$ cat src/rtl/rxd_pkg.sv
package rxd_pkg;

  localparam int WORD_W    = 32;
  localparam int CNT_W     = 16;
  localparam int STAT_OWN  = 31;
  localparam int STAT_ERR  = 30;
  localparam int STAT_FRAM = 29;
  localparam int STAT_OFLO = 28;
  localparam int STAT_CRC  = 27;
  localparam int STAT_BUFF = 26;
  localparam int STAT_STP  = 25;
  localparam int STAT_ENP  = 24;

  typedef enum logic [1:0] {
    DW_ADDR = 2'd0,
    DW_STAT = 2'd1,
    DW_MCNT = 2'd2,
    DW_NONE = 2'd3
  } desc_word_e;

  typedef struct packed {
    logic fram;
    logic crc;
    logic buff;
  } rx_flags_t;

  // Buffer size held as a negative count in the low half of the status word.
  function automatic logic [CNT_W-1:0] buf_size(input logic [CNT_W-1:0] neg_cnt);
    return CNT_W'(~neg_cnt + 1'b1);
  endfunction

  function automatic logic [WORD_W-1:0] status_word(
    input logic [CNT_W-1:0] cnt,
    input logic             fram,
    input logic             oflo,
    input logic             crc,
    input logic             buff
  );
    logic [WORD_W-1:0] w;
    w            = '0;
    w[STAT_OWN]  = 1'b0;
    w[STAT_ERR]  = fram | oflo | crc | buff;
    w[STAT_FRAM] = fram;
    w[STAT_OFLO] = oflo;
    w[STAT_CRC]  = crc;
    w[STAT_BUFF] = buff;
    w[STAT_STP]  = 1'b1;
    w[STAT_ENP]  = 1'b1;
    w[CNT_W-1:0] = cnt;
    return w;
  endfunction

endpackage

$ cat src/rtl/rxd_dpram.sv
module rxd_dpram #(
  parameter int AW = 4,
  parameter int DW = 32
) (
  input  logic          clk,
  input  logic          a_en,
  input  logic          a_we,
  input  logic [AW-1:0] a_addr,
  input  logic [DW-1:0] a_wdata,
  output logic [DW-1:0] a_rdata,
  input  logic          b_we,
  input  logic [AW-1:0] b_addr,
  input  logic [DW-1:0] b_wdata,
  output logic [DW-1:0] b_rdata
);

  localparam int DEPTH = 1 << AW;

  logic [DW-1:0] mem [DEPTH];

  // Port B (engine) is written after port A, so it wins a same-address clash.
  always_ff @(posedge clk) begin
    if (a_en && a_we) mem[a_addr] <= a_wdata;
    if (b_we)         mem[b_addr] <= b_wdata;
    if (a_en)         a_rdata     <= mem[a_addr];
    b_rdata <= mem[b_addr];
  end

endmodule

$ cat src/rtl/rxd_ring_index.sv
module rxd_ring_index #(
  parameter int MAX_LOG = 4
) (
  input  logic               clk,
  input  logic               rst,
  input  logic [7:0]         len_code,
  input  logic               advance,
  output logic [MAX_LOG-1:0] idx
);

  logic [MAX_LOG-1:0] mask;
  int                 eff_log;

  always_comb begin
    eff_log = int'(len_code[7:4]);
    if (eff_log > MAX_LOG) eff_log = MAX_LOG;
    for (int i = 0; i < MAX_LOG; i++) mask[i] = (i < eff_log);
  end

  always_ff @(posedge clk) begin
    if (rst)          idx <= '0;
    else if (advance) idx <= (idx + 1'b1) & mask;
  end

endmodule

$ cat src/rtl/rxd_wb_ctrl.sv
module rxd_wb_ctrl
  import rxd_pkg::*;
#(
  parameter int LEN_W = 12
) (
  input  logic              clk,
  input  logic              rst,
  input  logic              frame_done,
  input  logic [LEN_W-1:0]  frame_len,
  input  rx_flags_t         frame_flags,
  input  logic [WORD_W-1:0] stat_rd,
  output logic              stat_we,
  output logic [WORD_W-1:0] stat_wd,
  output logic              mcnt_we,
  output logic [WORD_W-1:0] mcnt_wd,
  output logic              advance,
  output logic              rx_int,
  output logic              rx_miss
);

  typedef enum logic {S_IDLE, S_EVAL} st_e;

  st_e              state;
  logic [LEN_W-1:0] len_q;
  rx_flags_t        flags_q;
  logic             drop_q;

  logic             own;
  logic             evaluating;
  logic             take;
  logic             oflo;
  logic [CNT_W-1:0] bsz;
  logic [LEN_W-1:0] keep;

  always_comb begin
    evaluating = (state == S_EVAL);
    own        = stat_rd[STAT_OWN];
    take       = evaluating && own;
    bsz        = buf_size(stat_rd[CNT_W-1:0]);
    oflo       = CNT_W'(len_q) > bsz;
    keep       = oflo ? bsz[LEN_W-1:0] : len_q;
    stat_wd    = status_word(stat_rd[CNT_W-1:0], flags_q.fram, oflo,
                             flags_q.crc, flags_q.buff);
    mcnt_wd    = WORD_W'(keep);
    stat_we    = take;
    mcnt_we    = take;
    advance    = take;
  end

  always_ff @(posedge clk) begin
    if (rst) begin
      state   <= S_IDLE;
      len_q   <= '0;
      flags_q <= '0;
      drop_q  <= 1'b0;
      rx_int  <= 1'b0;
      rx_miss <= 1'b0;
    end else begin
      rx_int  <= take;
      rx_miss <= drop_q | (evaluating && !own);
      drop_q  <= evaluating && frame_done;
      case (state)
        S_IDLE: if (frame_done) begin
          len_q   <= frame_len;
          flags_q <= frame_flags;
          state   <= S_EVAL;
        end
        default: state <= S_IDLE;
      endcase
    end
  end

endmodule

$ cat src/rtl/rxd_writeback.sv
module rxd_writeback
  import rxd_pkg::*;
#(
  parameter int MAX_LOG = 4,
  parameter int LEN_W   = 12
) (
  input  logic               clk,
  input  logic               rst,
  input  logic [7:0]         ring_len_code,
  input  logic               frame_done,
  input  logic [LEN_W-1:0]   frame_len,
  input  logic               frame_fram,
  input  logic               frame_crc,
  input  logic               frame_buff,
  input  logic               host_en,
  input  logic               host_we,
  input  logic [MAX_LOG-1:0] host_entry,
  input  logic [1:0]         host_word,
  input  logic [31:0]        host_wdata,
  output logic [31:0]        host_rdata,
  output logic               rx_int,
  output logic               rx_miss,
  output logic [MAX_LOG-1:0] ring_idx
);

  localparam int IDX_W  = MAX_LOG;
  localparam int NWORDS = 3;

  logic [WORD_W-1:0] a_rd [NWORDS];
  logic [WORD_W-1:0] b_rd [NWORDS];
  logic [WORD_W-1:0] b_wd [NWORDS];
  logic              b_we [NWORDS];

  logic              stat_we, mcnt_we, advance;
  logic [WORD_W-1:0] stat_wd, mcnt_wd;
  desc_word_e        word_q;
  rx_flags_t         flags;

  assign flags = '{fram: frame_fram, crc: frame_crc, buff: frame_buff};

  for (genvar g = 0; g < NWORDS; g++) begin : g_word
    if (g == int'(DW_STAT)) begin : g_stat
      assign b_we[g] = stat_we;
      assign b_wd[g] = stat_wd;
    end else if (g == int'(DW_MCNT)) begin : g_mcnt
      assign b_we[g] = mcnt_we;
      assign b_wd[g] = mcnt_wd;
    end else begin : g_addr
      assign b_we[g] = 1'b0;
      assign b_wd[g] = '0;
    end

    rxd_dpram #(.AW(IDX_W), .DW(WORD_W)) u_ram (
      .clk    (clk),
      .a_en   (host_en && (host_word == 2'(g))),
      .a_we   (host_we),
      .a_addr (host_entry),
      .a_wdata(host_wdata),
      .a_rdata(a_rd[g]),
      .b_we   (b_we[g]),
      .b_addr (ring_idx),
      .b_wdata(b_wd[g]),
      .b_rdata(b_rd[g])
    );
  end

  rxd_ring_index #(.MAX_LOG(MAX_LOG)) u_idx (
    .clk     (clk),
    .rst     (rst),
    .len_code(ring_len_code),
    .advance (advance),
    .idx     (ring_idx)
  );

  rxd_wb_ctrl #(.LEN_W(LEN_W)) u_ctrl (
    .clk        (clk),
    .rst        (rst),
    .frame_done (frame_done),
    .frame_len  (frame_len),
    .frame_flags(flags),
    .stat_rd    (b_rd[int'(DW_STAT)]),
    .stat_we    (stat_we),
    .stat_wd    (stat_wd),
    .mcnt_we    (mcnt_we),
    .mcnt_wd    (mcnt_wd),
    .advance    (advance),
    .rx_int     (rx_int),
    .rx_miss    (rx_miss)
  );

  // Host read path: remember which word was read, select its RAM output.
  always_ff @(posedge clk) begin
    if (rst)                     word_q <= DW_NONE;
    else if (host_en && !host_we) word_q <= desc_word_e'(host_word);
  end

  always_comb begin
    case (word_q)
      DW_ADDR: host_rdata = a_rd[int'(DW_ADDR)];
      DW_STAT: host_rdata = a_rd[int'(DW_STAT)];
      DW_MCNT: host_rdata = a_rd[int'(DW_MCNT)];
      default: host_rdata = '0;
    endcase
  end

endmodule

$ cat config.mk
export PLATFORM = sky130hd
export DESIGN_NAME = rxd_writeback
export DESIGN_NICKNAME = d
export VERILOG_FILES = /design/src/rtl/rxd_pkg.sv /design/src/rtl/rxd_dpram.sv /design/src/rtl/rxd_ring_index.sv /design/src/rtl/rxd_wb_ctrl.sv /design/src/rtl/rxd_writeback.sv
export SDC_FILE = /design/constraint.sdc
export NUM_CORES = 2
export LEC_CHECK = 0
export BUFFER_PORTS_ARGS = -buffer_cell sky130_fd_sc_hd__buf_2
export CAP_MARGIN = 20
export CELL_PAD_IN_SITES_DETAIL_PLACEMENT = 1
export CELL_PAD_IN_SITES_GLOBAL_PLACEMENT = 1
export CORE_MARGIN = 3
export CORE_UTILIZATION = 30
export DETAILED_ROUTE_END_ITERATION = 8
export PLACE_DENSITY_LB_ADDON = 0.1
export SLEW_MARGIN = 15
export SYNTH_ARGS = -nofsm -noshare
export SYNTH_HDL_FRONTEND = slang
export SYNTH_SLANG_ARGS = --single-unit
$ cat constraint.sdc
create_clock -name clk -period 5.85 [get_ports clk]
set_clock_uncertainty 0.05 [all_clocks]
set_input_delay 0.585 -clock clk [delete_from_list [all_inputs] [get_ports clk]]
set_output_delay 0.585 -clock clk [all_outputs]
set_load 0.005 [all_outputs]
# Word-level counts from Yosys, hierarchy flattened
# Memory sizes are Yosys's and may differ from the RTL's. A register that Yosys moved wholly into a read port is not among the register bits.
# Index checks and enable logic that the tools add are counted.
# Widths: inputs -> output; s select.
dict set report totals {
  output_inout_bits 38
  mem_bits_rw 1536
  inputBits 66
  register_bits 25
  mem_count 3
}
dict set report classes {
  n_bitwise 7
  n_reduce_logical 16
  n_addsub 2
  magnitude_cmp 6
  muxes 12
  eq_ne 4
}
# memory depth word_bits rd rd_clocked_by_memory_dff wr line
set memory_table {}
lappend memory_table {{g_word[0].u_ram.mem} 16 32 1 1 1 rxd_dpram.sv:19} ;# logic [DW-1:0] mem [DEPTH];
lappend memory_table {{g_word[1].u_ram.mem} 16 32 2 2 2 rxd_dpram.sv:19}
lappend memory_table {{g_word[2].u_ram.mem} 16 32 1 1 2 rxd_dpram.sv:19}
# op n
set op_table {}
lappend op_table {{$pmux 32 s3} 1}
lappend op_table {{$add 16x1->16 const B} 1}
lappend op_table {{$gt 12x16->1} 1}
lappend op_table {{$not 16->16} 1}
lappend op_table {{$mux 12} 1}
lappend op_table {{$logic_and 1x1->1} 10}
lappend op_table {{$mux 1} 9}
lappend op_table {{$lt 1x4->1 const A} 2}
lappend op_table {{$lt 2x4->1 const A} 2}
lappend op_table {{$add 4x1->4 const B} 1}
lappend op_table {{$and 4x4->4} 1}
lappend op_table {{$eq 2x1->1 const B} 2}
lappend op_table {{$eq 2x2->1 const B} 2}
lappend op_table {{$gt 4x3->1 const B} 1}
lappend op_table {{$logic_not 2->1} 2}
lappend op_table {{$mux 4} 1}
lappend op_table {{$or 1x1->1} 4}
lappend op_table {{$logic_not 1->1} 2}
lappend op_table {{$reduce_and 2->1} 1}
lappend op_table {{$reduce_or 2->1} 1}
lappend op_table {{$not 1->1} 1}

# Logic depth before layout (Yosys ltp)
dict set report depth {
  ltp_word 6
  depth_mapped 18
}

# Cells and area by module
# From an unflattened synthesis, not the netlist that was laid out.
dict set report hier_totals {
  hier_cells 5739
  area_unflattened_um2 95869.4
}
# module seq_area_each_um2 cells_each instances area_per_inst_um2
set by_module_without_submodules {}
lappend by_module_without_submodules {rxd_dpram 16976.3 1801 3 30945.9}
lappend by_module_without_submodules {rxd_wb_ctrl 380.4 225 1 1780.5}
lappend by_module_without_submodules {rxd_writeback 40.0 91 1 1061.0}
lappend by_module_without_submodules {rxd_ring_index 80.1 20 1 190.2}

# Worst setup path before layout
# Ideal clock, no wire load.
dict set report synth_path {
  path_type {input -> register}
  start {input port host_word[1]}
  end {memory g_word[0].u_ram.mem[10][0] (enable)}
  setup_ps 421
  arrival_time_ps 5265
  t_required_ps 5379
  stages 4
  path_slack_ps 114
  path_cell_list {nor3b_1 -> nand2_1 -> clkbuf_1 -> nor2_1}
}
dict set report synth_via {
  elab_chain_cells 5
}
# element line
set synth_rtl {}
lappend synth_rtl {{from (decl)} rxd_writeback.sv:18} ;# input logic [1:0] host_word,
lappend synth_rtl {{$logic_not 2->1} rxd_writeback.sv:55} ;# .a_en (host_en && (host_word == 2'(g))),
lappend synth_rtl {{$logic_and 1x1->1} rxd_writeback.sv:55}
lappend synth_rtl {{$logic_and 1x1->1} rxd_dpram.sv:23} ;# if (a_en && a_we) mem[a_addr] <= a_wdata;
lappend synth_rtl {{$mux 1} rxd_dpram.sv:23}
lappend synth_rtl {{$mux 1 (not written as such)} rxd_dpram.sv:23}
lappend synth_rtl {{to (decl)} rxd_dpram.sv:19}
# Every way passes these cells.

==> results_dict.tcl <==
set metrics [dict create \
    yosysTopAreaCell "edfxtp_1" \
    ys_async_sr_fraction_pct 0 \
    synthFlopType "edfxtp_1" \
    leakage_uw 0.0274 \
    io_buffer_count 99 \
    area_growth_pct 15.7 \
    vias 48295 \
    h-tree-depth 4 \
    hold_violations 0 \
    max_cap_viol_count 0 \
    post-route-drc-count 0 \
    grt-ovfl-total 0 \
    setup_viol 0 \
    peakVddDrop_mv 0.268 \
    design.die.area_sq_mm 0.249 \
    n_fill_cell 24782 \
    start_kind "flip-flop" \
    status "complete, no violations" \
    drive_above_1_share_pct 23.5 \
    p_sw_share_pct 23.9 \
    crit_type "flip-flop to flip-flop" \
    postCtsHoldBufs 16 \
    clockPowerShare_pct 45.2 \
    grt_pass1_vias 50180 \
    wl_per_cell_um 34.7 \
    start_util_pct 30.3 \
    max_freq_mhz 198 \
    insertion_delay_ps 840 \
    seqPwrFrac_pct 48.3 \
    cts-root-buf "clkbuf_16" \
    clock_path_buffers 3 \
    syn_area_sq_mm 0.0730 \
    register_area_sq_mm 0.0449 \
    timing.slew.headroom_pct 21.9 \
    antenna_left 0 \
    layout.nets 5317 \
    routabilityCongestion 0.812 \
    vias_per_cell 5.60 \
    synth_seq_cells 1674 \
    p_per_area_mw_per_mm2 322 \
    grt_max_degree 99 \
    io_pins 104 \
    required_ps 6370 \
    ys_types 51 \
    post_cts_buffers 0 \
    switching_power_uw 6520 \
    drv_slew 0 \
    coreArea_sq_mm 0.241 \
    cts_tree "done" \
    dp_hpwl_um 182000 \
    synth_cells 5242 \
    die_x_um 499 \
    p_int_uw 20700 \
    cts-buffers-inserted 194 \
    numClockSinks 1674 \
    tightestPinTransition_ps 1160 \
    finalCriticalPeriod_ps 5040 \
    floorplan.rows 180 \
    fin_util_pct 35.0 \
    mostFrequentLayoutCell "edfxtp_1" \
    syn_avg_cell_area_sq_um 13.9 \
    synth_area_leaders "edfxtp_1 47%, mux4_2 17%, dfxtp_1 15%" \
    drtIter0Drc 4352 \
    ys_warn_count 0 \
    synth_top_area_share_pct 46.7 \
    cp-end-kind "flip-flop" \
    antenna_found_initial 24 \
    grt_pass1_wl_um 415000 \
    path_clk_slew_ps 60 \
    layout.cells.most_common_list "1136 x edfxtp_1, 884 x nand2_1, 565 x mux4_2" \
    syn_nets 5325 \
    ys_seq_area_share_pct 61.5 \
    synth-edff-count 1136 \
    crit_fanout 17 \
    fp.dieH_um 499 \
    ctsResizeCount 0 \
    pwr-share-comb_pct 6.5 \
    fin_tns_setup_ps 0 \
    period_share_pct 86.2 \
    totalWireLength_um 299000 \
    rsz0062_at_grt "no" \
    multi_input_area_sq_mm 0.0264 \
    arrival_ps 5570 \
    hold_path_class "primary input to flip-flop" \
    dr.pass1.iters 7 \
    grt_usage_pct 23.6 \
]
[cell usage after synthesis (12+ instances only)]
master    count
edfxtp_1   1136
nand2_1     891
mux4_2      565
dfxtp_1     538
clkbuf_1    455
a22o_1      422
a21oi_1     354
nand3_1     204
o21ai_1     182
nor2_1      113
o21ai_0      73
buf_1        65
mux2i_1      32
o22a_1       30
inv_1        29
nor3_1       18
ha_1         17
buf_2        15
o22ai_1      13
nor2b_1      12
[registers in the layout (all words and copies together) (netlist names)]
register              count
g_word.u_ram.b_rdata     17
u_ctrl.len_q             12
u_ctrl.evaluating         1
u_idx.idx                 4
g_word.u_ram.a_rdata     96
u_ctrl.drop_q             1
u_ctrl.rx_miss            1
u_ctrl.stat_wd            3
g_word.u_ram.mem       1536
word_q                    2
u_ctrl.rx_int             1
[cell families after synthesis]
kind of cell / after synthesis / synth area share (%)
buf+inv: 574 / 3.02
simple gates: 1271 / 7.14
fa+ha+maj: 17 / 0.291
xor+xnor: 12 / 0.144
mux: 609 / 18.1
compound gates: 1085 / 9.84
flops: 1674 / 61.5
[power by group through the flow]
stage / registers, uW / logic [uW] / clock network, uW
floorplan: 13300 / 1070 / 0
global placement: 13400 / 1760 / 0
detailed placement: 13400 / 1790 / 0
CTS: 13100 / 1800 / 12600
global route: 13200 / 1880 / 13100
finish: 13100 / 1760 / 12300
[routing by layer]
layer / up-vias / global-route usage [%] / part of all wire [%]
met2: 1447 / 38.8 / 48
met1: 26259 / 32.6 / 44
met3: 398 / 2.71 / 4.9
met5: - / 0 / 0.0027
met4: 2 / 7.67 / 3.3
li1: 20189 / - / -
[final timing paths]
kind,from,end,slack (ps),depth (start not counted)
max,g_word[1].u_ram.b_rdata[0],g_word[1].u_ram.mem[4][30],810,13
min,frame_fram,u_ctrl.stat_wd[29],50,3
max reg2reg,g_word[1].u_ram.b_rdata[0],g_word[1].u_ram.mem[4][30],810,13
min reg2reg,g_word[2].u_ram.mem[9][21],g_word[2].u_ram.mem[9][21],400,2
[critical path, stage by stage, from the launching register on]
cell	delay [ps]
dfxtp_1	370
inv_1	460
ha_1	270
nor3b_2	370
nand2_1	150
nor3_1	240
xor2_1	260
ha_1	270
nand4_1	120
nor2_1	60
a2111oi_0	730
nor3_4	280
or4_1	820
a22o_1	320
[metrics by stage]
stage | instances | power (uW) | setup WS, ps | hold slack, ps | instance area (sq um)
floorplan | 5242 | 14400 | 114 | 363 | 73000
global placement | 8200 | 15100 | 619 | 384 | 77600
detailed placement | 8203 | 15200 | 791 | 388 | 77700
finish | 8617 | 27200 | 805 | 51.8 | 84500
CTS | 8585 | 27500 | 747 | 2.41 | 84300
global route | 8613 | 28100 | 450 | 26.0 | 84500
[final cells by class]
cell class,instances,share of cell area [%]
flip-flops and latches,1674,53.1
multi-input cells,2994,31.2
clock buffers,282,6.59
well taps,3185,4.72
repair buffers,337,3.04
clock inverters,84,1.02
inverters,33,0.147
diodes,28,0.0829
Note: power is estimated with default switching activity, not from simulation.
